$ cat config.mk
export PLATFORM = sky130hd
export DESIGN_NAME = pfq_top
export DESIGN_NICKNAME = d
export VERILOG_FILES = /design/src/rtl/pfq_pkg.sv /design/src/rtl/pfq_store.sv /design/src/rtl/pfq_fetch.sv /design/src/rtl/pfq_top.sv
export SDC_FILE = /design/constraint.sdc
export NUM_CORES = 1
export LEC_CHECK = 0
export BUFFER_PORTS_ARGS = -buffer_cell sky130_fd_sc_hd__buf_2
export CAP_MARGIN = 20
export CORE_MARGIN = 3
export CORE_UTILIZATION = 25
export CTS_BUF_LIST = sky130_fd_sc_hd__clkbuf_8
export DETAILED_ROUTE_END_ITERATION = 10
export GPL_TIMING_DRIVEN = 0
export SLEW_MARGIN = 10
export SYNTH_ARGS = -nofsm -noshare
export SYNTH_HDL_FRONTEND = slang
export SYNTH_SLANG_ARGS = --single-unit
export TNS_END_PERCENT = 30
$ cat constraint.sdc
create_clock -name clk -period 2.4 [get_ports clk]
set_clock_uncertainty 0.1 [all_clocks]
set_input_delay 0.72 -clock clk [delete_from_list [all_inputs] [get_ports clk]]
set_output_delay 0.72 -clock clk [all_outputs]
set_load 0.05 [all_outputs]
$ cat src/rtl/pfq_pkg.sv
package pfq_pkg;

  // State of the single fetch slot on the memory port
  typedef enum logic [1:0] {
    FS_IDLE  = 2'd0,  // no request raised
    FS_LIVE  = 2'd1,  // request raised, byte will be kept
    FS_STALE = 2'd2   // request raised before a flush, byte will be dropped
  } fetch_st_e;

  function automatic int occ_bits(input int depth);
    return $clog2(depth + 1);
  endfunction

  function automatic int slot_bits(input int depth);
    return (depth > 1) ? $clog2(depth) : 1;
  endfunction

endpackage

$ cat src/rtl/pfq_store.sv
module pfq_store
  import pfq_pkg::*;
#(
  parameter int DEPTH  = 6,
  parameter int BYTE_W = 8,
  localparam int CW    = occ_bits(DEPTH),
  localparam int IW    = slot_bits(DEPTH)
) (
  input  logic              clk,
  input  logic              rst_n,
  input  logic              flush_i,
  input  logic              push_i,
  input  logic [BYTE_W-1:0] push_data_i,
  input  logic              pop_ready_i,
  output logic              out_valid_o,
  output logic [BYTE_W-1:0] out_data_o,
  output logic [CW-1:0]     cnt_o,
  output logic [CW-1:0]     cnt_next_o
);

  logic [BYTE_W-1:0] slot_q [DEPTH];
  logic [IW-1:0]     rd_q, rd_n;
  logic [IW-1:0]     wr_q, wr_n;
  logic [CW-1:0]     cnt_q, cnt_n;
  logic              pop;

  // flush masks the head so a same-cycle pop never completes
  assign out_valid_o = (cnt_q != '0) && !flush_i;
  assign pop         = out_valid_o && pop_ready_i;
  assign out_data_o  = slot_q[rd_q];

  function automatic logic [IW-1:0] step_idx(input logic [IW-1:0] idx);
    return (idx == IW'(DEPTH - 1)) ? '0 : idx + 1'b1;
  endfunction

  always_comb begin
    rd_n  = rd_q;
    wr_n  = wr_q;
    cnt_n = cnt_q;
    if (flush_i) begin
      rd_n  = '0;
      wr_n  = '0;
      cnt_n = '0;
    end else begin
      if (pop)    rd_n = step_idx(rd_q);
      if (push_i) wr_n = step_idx(wr_q);
      cnt_n = cnt_q + CW'(push_i) - CW'(pop);
    end
  end

  always_ff @(posedge clk or negedge rst_n) begin
    if (!rst_n) begin
      rd_q  <= '0;
      wr_q  <= '0;
      cnt_q <= '0;
    end else begin
      rd_q  <= rd_n;
      wr_q  <= wr_n;
      cnt_q <= cnt_n;
    end
  end

  for (genvar i = 0; i < DEPTH; i++) begin : g_slot
    always_ff @(posedge clk) begin
      if (push_i && (wr_q == IW'(i))) slot_q[i] <= push_data_i;
    end
  end

  assign cnt_o      = cnt_q;
  assign cnt_next_o = cnt_n;

  // occupancy never exceeds the capacity
  p_cap_r1: assert property (@(posedge clk) disable iff (!rst_n)
    cnt_q <= CW'(DEPTH));

  // a byte is never written into a full queue unless one leaves
  p_no_overflow_r1: assert property (@(posedge clk) disable iff (!rst_n)
    push_i |-> ((cnt_q != CW'(DEPTH)) || pop));

  // a flush leaves the queue empty on the next cycle
  p_flush_empty_r5: assert property (@(posedge clk) disable iff (!rst_n)
    flush_i |=> (cnt_q == '0));

endmodule

$ cat src/rtl/pfq_fetch.sv
module pfq_fetch
  import pfq_pkg::*;
#(
  parameter int DEPTH = 6,
  parameter int OFS_W = 16,
  localparam int CW   = occ_bits(DEPTH)
) (
  input  logic             clk,
  input  logic             rst_n,
  input  logic             flush_i,
  input  logic [OFS_W-1:0] flush_ofs_i,
  input  logic             eu_req_i,
  input  logic             mem_rdy_i,
  input  logic [CW-1:0]    cnt_i,
  input  logic [CW-1:0]    cnt_next_i,
  output logic             mem_req_o,
  output logic [OFS_W-1:0] mem_ofs_o,
  output logic             push_o
);

  fetch_st_e        st_q, st_n;
  logic [OFS_W-1:0] ptr_q, ptr_n;
  logic [OFS_W-1:0] addr_q, addr_n;
  logic             done;
  logic             start;

  assign done   = (st_q != FS_IDLE) && mem_rdy_i;
  assign push_o = (st_q == FS_LIVE) && mem_rdy_i && !flush_i;
  // a new request may follow a completing one in the same cycle
  assign start  = ((st_q == FS_IDLE) || mem_rdy_i) && !eu_req_i &&
                  (cnt_next_i < CW'(DEPTH));

  always_comb begin
    ptr_n = ptr_q;
    if (flush_i)     ptr_n = flush_ofs_i;
    else if (push_o) ptr_n = ptr_q + 1'b1;
  end

  always_comb begin
    st_n   = st_q;
    addr_n = addr_q;
    if (start) begin
      st_n   = FS_LIVE;
      addr_n = ptr_n;
    end else if (done) begin
      st_n   = FS_IDLE;
    end else if (flush_i && (st_q == FS_LIVE)) begin
      st_n   = FS_STALE;
    end
  end

  always_ff @(posedge clk or negedge rst_n) begin
    if (!rst_n) begin
      st_q   <= FS_IDLE;
      ptr_q  <= '0;
      addr_q <= '0;
    end else begin
      st_q   <= st_n;
      ptr_q  <= ptr_n;
      addr_q <= addr_n;
    end
  end

  assign mem_req_o = (st_q != FS_IDLE);
  assign mem_ofs_o = addr_q;

  // a raised request is held with a stable offset until ready
  p_hold_r4: assert property (@(posedge clk) disable iff (!rst_n)
    (mem_req_o && !mem_rdy_i) |=> (mem_req_o && $stable(mem_ofs_o)));

  // an idle port stays idle while the execution side owns the bus
  p_eu_block_r4: assert property (@(posedge clk) disable iff (!rst_n)
    (!mem_req_o && eu_req_i) |=> !mem_req_o);

  // stored bytes plus the fetch in flight fit the capacity
  p_occupancy_r1: assert property (@(posedge clk) disable iff (!rst_n)
    (32'(cnt_i) + 32'(mem_req_o)) <= DEPTH);

  // every kept byte advances the fetch pointer by exactly one
  p_ptr_step_r7: assert property (@(posedge clk) disable iff (!rst_n)
    push_o |=> (ptr_q == $past(ptr_q) + 1'b1));

  // a flush loads the target into the fetch pointer
  p_flush_target_r5: assert property (@(posedge clk) disable iff (!rst_n)
    flush_i |=> (ptr_q == $past(flush_ofs_i)));

endmodule

$ cat src/rtl/pfq_top.sv
module pfq_top
  import pfq_pkg::*;
#(
  parameter int DEPTH  = 6,
  parameter int OFS_W  = 16,
  parameter int BYTE_W = 8
) (
  input  logic              clk,
  input  logic              rst_n,
  input  logic              flush_i,
  input  logic [OFS_W-1:0]  flush_ofs_i,
  input  logic              eu_bus_req_i,
  output logic              mem_req_o,
  output logic [OFS_W-1:0]  mem_ofs_o,
  input  logic              mem_rdy_i,
  input  logic [BYTE_W-1:0] mem_data_i,
  output logic              q_valid_o,
  output logic [BYTE_W-1:0] q_data_o,
  input  logic              q_ready_i
);

  localparam int CW = occ_bits(DEPTH);

  logic [1:0]    rst_sync_q;
  logic          core_rst_n;
  logic          push;
  logic [CW-1:0] cnt;
  logic [CW-1:0] cnt_next;

  // asynchronous assertion, synchronous release
  always_ff @(posedge clk or negedge rst_n) begin
    if (!rst_n) rst_sync_q <= '0;
    else        rst_sync_q <= {rst_sync_q[0], 1'b1};
  end
  assign core_rst_n = rst_sync_q[1];

  pfq_store #(.DEPTH(DEPTH), .BYTE_W(BYTE_W)) u_store (
    .clk         (clk),
    .rst_n       (core_rst_n),
    .flush_i     (flush_i),
    .push_i      (push),
    .push_data_i (mem_data_i),
    .pop_ready_i (q_ready_i),
    .out_valid_o (q_valid_o),
    .out_data_o  (q_data_o),
    .cnt_o       (cnt),
    .cnt_next_o  (cnt_next)
  );

  pfq_fetch #(.DEPTH(DEPTH), .OFS_W(OFS_W)) u_fetch (
    .clk         (clk),
    .rst_n       (core_rst_n),
    .flush_i     (flush_i),
    .flush_ofs_i (flush_ofs_i),
    .eu_req_i    (eu_bus_req_i),
    .mem_rdy_i   (mem_rdy_i),
    .cnt_i       (cnt),
    .cnt_next_i  (cnt_next),
    .mem_req_o   (mem_req_o),
    .mem_ofs_o   (mem_ofs_o),
    .push_o      (push)
  );

endmodule

# Word-level counts from Yosys, hierarchy flattened
# Memories as Yosys holds them, arrays and structs flattened.
# Index checks and enable logic that the tools add are counted.
classes:
  add_sub_neg: 5
  order_cmp: 1
  n_eq_ne: 7
  muxes: 39
  reduce_logical: 29
ops:
  columns: ["operator", "n"]
  rows:
  - ["$mux 8", 5]
  - ["$reduce_or 8->1", 5]
  - ["$mux 3", 12]
  - ["$mux 16", 2]
  - ["$mux 1", 17]
  - ["$add 16x1->16 const B", 1]
  - ["$logic_and 1x1->1", 14]
  - ["$eq 3x3->1 const B", 3]
  - ["$add 3x1->3 const B", 2]
  - ["$eq 3x2->1 const B", 2]
  - ["$mux 2", 3]
  - ["$reduce_bool 2->1", 3]
  - ["$reduce_bool 3->1", 2]
  - ["$add 3x1->3", 1]
  - ["$eq 3x1->1 const B", 1]
  - ["$logic_not 3->1", 1]
  - ["$lt 3x3->1 const B", 1]
  - ["$sub 3x1->3", 1]
  - ["$eq 2x1->1 const B", 1]
  - ["$logic_not 1->1", 2]
  - ["$logic_not 2->1", 1]
  - ["$logic_or 1x1->1", 1]
word_totals:
  register_bits: 45
  ramBits: 48
  n_memories: 1
mem_list:
  columns: ["name", "depth", "width", "read_ports", "rd_ports_with_merged_regs", "write_ports", "line_no", "source"]
  rows:
  - ["u_store.slot_q", 6, 8, 1, 0, 1, "pfq_store.sv:21", "logic [BYTE_W-1:0] slot_q [DEPTH];"]

# Depth between registers and ports, before layout
depth:
  word_depth: 12
  mapped_depth: 15

# Modules after synthesis
# From an unflattened synthesis, not the netlist that was laid out.
hier_totals:
  cells_unflattened: 303
  hier_area_um2: 4116.4
by_module_without_submodules:
  columns: ["module", "n_inst", "cells_per_inst", "area_each_um2"]
  rows:
  - ["pfq_store", 1, 146, 2371.0]
  - ["pfq_fetch", 1, 154, 1691.6]
  - ["pfq_top", 1, 3, 53.8]

# Least setup slack after synthesis
# OpenSTA, ideal clock, no wires.
synth_timing:
  kind: "input -> register"
  from: "input flush_i"
  to: "register u_fetch.addr_q[7], in the netlist u_fetch.mem_ofs_o[7]"
  arrival_ps: 3868
  t_required_ps: 2175
  setup_slack_ps: -1693
  cell_stages: 14
  cell_sequence: "clkbuf_1 nor2b_1 and2_1 ha_1 inv_1 ha_1 inv_1 fa_1 xor2_1 xnor2_1 o311a_1 buf_6 buf_6 mux2_4"
synth_via:
  elab_chain_len: 7
  word_cells_on_any_way: 11
synth_lines:
  columns: ["element", "line_no", "source"]
  rows:
  - ["from (decl)", "pfq_top.sv:10", "input logic flush_i,"]
  - ["$logic_not 1->1", "pfq_store.sv:28", "assign out_valid_o = (cnt_q != '0) && !flush_i;"]
  - ["$logic_and 1x1->1", "pfq_store.sv:28", null]
  - ["net q_valid_o", "pfq_top.sv:17", "output logic q_valid_o,"]
  - ["$logic_and 1x1->1", "pfq_store.sv:29", "assign pop = out_valid_o && pop_ready_i;"]
  - ["$sub 3x1->3", "pfq_store.sv:47", "cnt_n = cnt_q + CW'(push_i) - CW'(pop);"]
  - ["$mux 3", "pfq_store.sv:40", "if (flush_i) begin"]
  - ["$lt 3x3->1", "pfq_fetch.sv:31", "(cnt_next_i < CW'(DEPTH));"]
  - ["$logic_and 1x1->1", "pfq_fetch.sv:30", "assign start = ((st_q == FS_IDLE) || mem_rdy_i) && !eu_req_i &&"]
  - ["to (signal assigned)", "pfq_fetch.sv:60", "addr_q <= addr_n;"]
  - ["to (decl)", "pfq_fetch.sv:23", "logic [OFS_W-1:0] addr_q, addr_n;"]
# The timed path passes the listed nets, and every way through them passes these cells.
# A chain may end at the register's enable or synchronous reset.

# Worst setup path after layout
layout_timing:
  from: "register u_store.cnt_q[1], in the netlist u_store.cnt_o[1]"
  to: "register u_fetch.addr_q[8], in the netlist u_fetch.mem_ofs_o[8]"
layout_via:
  elab_chain_len: 7
  word_cells_on_any_way: 8
layout_lines:
  columns: ["element", "line_no", "source"]
  rows:
  - ["from (decl)", "pfq_store.sv:24", "logic [CW-1:0] cnt_q, cnt_n;"]
  - ["from (signal assigned)", "pfq_store.sv:59", "cnt_q <= cnt_n;"]
  - ["parallel branches: the longest is 3 deep, another holds $add 3x1->3", null, null]
  - ["$sub 3x1->3 (*)", "pfq_store.sv:47", null]
  - ["$mux 3 (*)", "pfq_store.sv:40", null]
  - ["$lt 3x3->1 (*)", "pfq_fetch.sv:31", null]
  - ["$logic_and 1x1->1 (*)", "pfq_fetch.sv:30", null]
# Mark *: on every way between the ends.

==> results.cfg <==
[status]
status = complete, but fails checks
violations = negative setup slack

[floorplan]
fp.dieArea_mm2 = 0.0178
die_w_um = 133
rows = 45
io_pins = 56
fp.dieH_um = 133
core_area_mm2 = 0.0155
initial_core_util_pct = 26.1

[final_layout]
area_delta_synth_final_pct = 26.1
mostFrequentLayoutCells = buf_2, edfxtp_1, dfrtp_1, nand2_1, buf_4
fin_util_pct = 32.9
final-seq-area_mm2 = 0.00257
multi_input_area_mm2 = 0.00151
drive_gt1_share_pct = 36.4
final_nets = 417
fillers = 1569
antennaDiodeCount = 0

[critical_path]
max_stage_delay_ns = 0.39
r2r_start = u_store.cnt_o[1]
critPathRequiredTime_ns = 2.55
slowest_stage = dfrtp_1
r2r_cells = 14
r2r_setup_slack_ns = -0.78
crit_chain = or3_4 -> nor2b_4 -> and2_4 -> ha_4 -> inv_2 -> ha_4 -> inv_2 -> fa_2 -> xor2_2 -> xnor2_2 -> o311a_1 -> buf_6 -> buf_8 -> mux2_4
crit_type = flip-flop to flip-flop
crit_fanout = 7
r2r_end = u_fetch.mem_ofs_o[8]
cp.arrival_ns = 3.33
critPathCaptureType = flip-flop
crit_path_start_kind = flip-flop

[clock_network]
path_clk_slew_ns = 0.10
cts_buffers = 9
htreeDepth = 3
clockRootBuffer = clkbuf_8
clock_sinks = 93
cts_tree = built
clockBufferDepth = 2
clk_latency_ns = 0.36

[drt]
drt_iter0_markers = 114
firstDrtPassIters = 4
totalWireLength_um = 8500
viasPerCell = 4.32
wl_per_cell_um = 14.2
vias = 2582
antenna_left = 0
drc_errors = 0

[yosys]
yosysWarnings = 0
synth_edf_count = 48
synthCells = 304
yosysUniqueCellTypes = 46
syn_area_per_cell_um2 = 13.3
yosysSeqAreaShare_pct = 63.4
ys_ff_latch = 93
async_flop_share_pct = 48.4
synth_area_mm2 = 0.00405
syn_nets = 339
synthFlopType = edfxtp_1

[sta]
clock.fmax_mhz = 314
hold_violations = 0
setup_violations = 26
fin_ws_ns = -0.780
period_share_pct = 133
rsz0062_at_grt = yes
min_period_ns = 3.18
drv_slew = 0
max_slew_margin_pct = 41.7
tightest_slew_ns = 0.871

[pwr]
power_density_mw_per_mm2 = 875
p_leak_nw = 2.00
power.total_w = 0.00447
vdd_drop_max_mv = 0.490

[job]
drv_cap = 0

[global_route]
grt_util_all_layers_pct = 10.1
grt_max_degree = 25
antenna_found_initial = 1
grt_pass1_vias = 2734
grt_overflow_total = 0
grt_pass1_wl_um = 14200

[placement]
port_buffers = 55
hpwl_um = 6120
gp_congestion = 0.794

[min_path]
hold_path.class = flip-flop to asynchronous set/reset pin
[what timing repair did]
item,4_1_cts,5_1_grt
setup buffers,9,0
pin swaps,4,1
hold buffers,0,1
endpoints found under the hold margin,0,2
resized for setup,27,9
endpoints found under the setup margin,44,35
[layout make-up]
cell class / count / area share [%]
Sequential cell: 93 / 50.3
Multi-Input combinational cell: 187 / 29.6
Timing Repair Buffer: 67 / 8.23
Tap cell: 211 / 5.17
Clock buffer: 9 / 2.43
Buffer: 13 / 2.28
Clock inverter: 7 / 1.23
Inverter: 11 / 0.809
[where the power goes]
part / internal (W) / total, W / leakage (nW) / switching [W]
Sequential: 0.00183 / 0.00194 / 0.989 / 0.000115
Combinational: 0.000605 / 0.00153 / 0.915 / 0.000927
Clock: 0.000400 / 0.000991 / 0.0931 / 0.000591
[state kept, by name, indices dropped and copies added, names as in the netlist]
signal,count
u_fetch.st_q,2
rst_sync_q,2
u_store.wr_q,3
u_fetch.mem_ofs_o,16
u_store.slot_q,48
u_store.rd_q,3
u_store.cnt_o,3
u_fetch.ptr_q,16
[worst max path at each step]
stage / from / end / cells past startpoint
final: u_store.cnt_o[1] / u_fetch.mem_ofs_o[8] / 14
after global routing: u_store.cnt_o[1] / u_fetch.mem_ofs_o[8] / 14
after CTS: u_store.cnt_o[1] / u_fetch.mem_ofs_o[8] / 14
after detailed placement: flush_i / u_fetch.mem_ofs_o[9] / 12
after global placement: flush_i / u_fetch.mem_ofs_o[12] / 12
after floorplan: flush_i / u_fetch.mem_ofs_o[7] / 14
[cells in the mapped netlist (all sizes together), types with 2 or more instances]
cell / instances / area share [%]
edfxtp: 48 / 36
dfrtp: 45 / 28
nand2: 33 / 3.1
nor2: 21 / 1.9
o21ai: 14 / 1.7
a21oi: 12 / 1.5
mux2i: 12 / 3.0
inv: 11 / 1.0
mux2: 10 / 3.1
nand3: 9 / 1.2
mux4: 8 / 4.4
xor2: 8 / 1.7
buf: 7 / 1.2
xnor2: 7 / 1.5
clkbuf: 6 / 0.56
nor3: 6 / 0.74
nand4: 5 / 1.1
ha: 4 / 1.2
nand2b: 4 / 0.62
o211ai: 4 / 0.74
a31oi: 3 / 0.46
and3: 3 / 0.46
nand3b: 3 / 0.56
and2: 2 / 0.31
nor2b: 2 / 0.31
nor4b: 2 / 0.43
or2: 2 / 0.31
or3: 2 / 0.31
[per-layer routing]
| layer | part of all wire (%) | wire (um) | track usage (%) | up-vias |
|---|---|---|---|---|
| li1 | - | - | - | 1257 |
| met4 | 1.2 | 101 | 2.06 | 2 |
| met5 | 0.094 | 8 | 0 | - |
| met3 | 5.5 | 466 | 3.32 | 12 |
| met1 | 44 | 3750 | 13.0 | 1243 |
| met2 | 49 | 4180 | 16.9 | 68 |
[through the flow]
stage | setup TNS (ns) | instances | instance area [um2] | setup slack (ns) | hold slack, ns
floorplan | -22.40 | 304 | 4110 | -1.13 | 0.231
detailed placement | -37.29 | 572 | 4700 | -1.38 | 0.137
global placement | -51.46 | 570 | 4650 | -1.33 | 0.240
CTS | -14.18 | 597 | 5060 | -0.781 | 0.00446
global route | -16.28 | 598 | 5110 | -0.878 | 0.184
finish | -13.64 | 598 | 5110 | -0.780 | 0.125
[worst max-delay path, delay by kind of cell (launching register included)]
family,cells,cell delay [ns]
xor+xnor,2,0.31
flops,1,0.39
simple gates,3,0.65
mux,1,0.29
fa+ha+maj,3,0.66
compound gates,1,0.30
buf+inv,4,0.36
[cells by family after synthesis]
family	count (synthesis)	synth area share (%)
AND/OR/NAND/NOR	99	13.0
flip-flops	93	63.4
AO/OA/AOI/OAI	37	5.31
multiplexers	30	10.5
buffers and inverters	24	2.75
XOR/XNOR	15	3.24
adder cells (fa/ha/maj)	5	1.73
other	1	0.0926
Power figures use the tool's default switching activity.
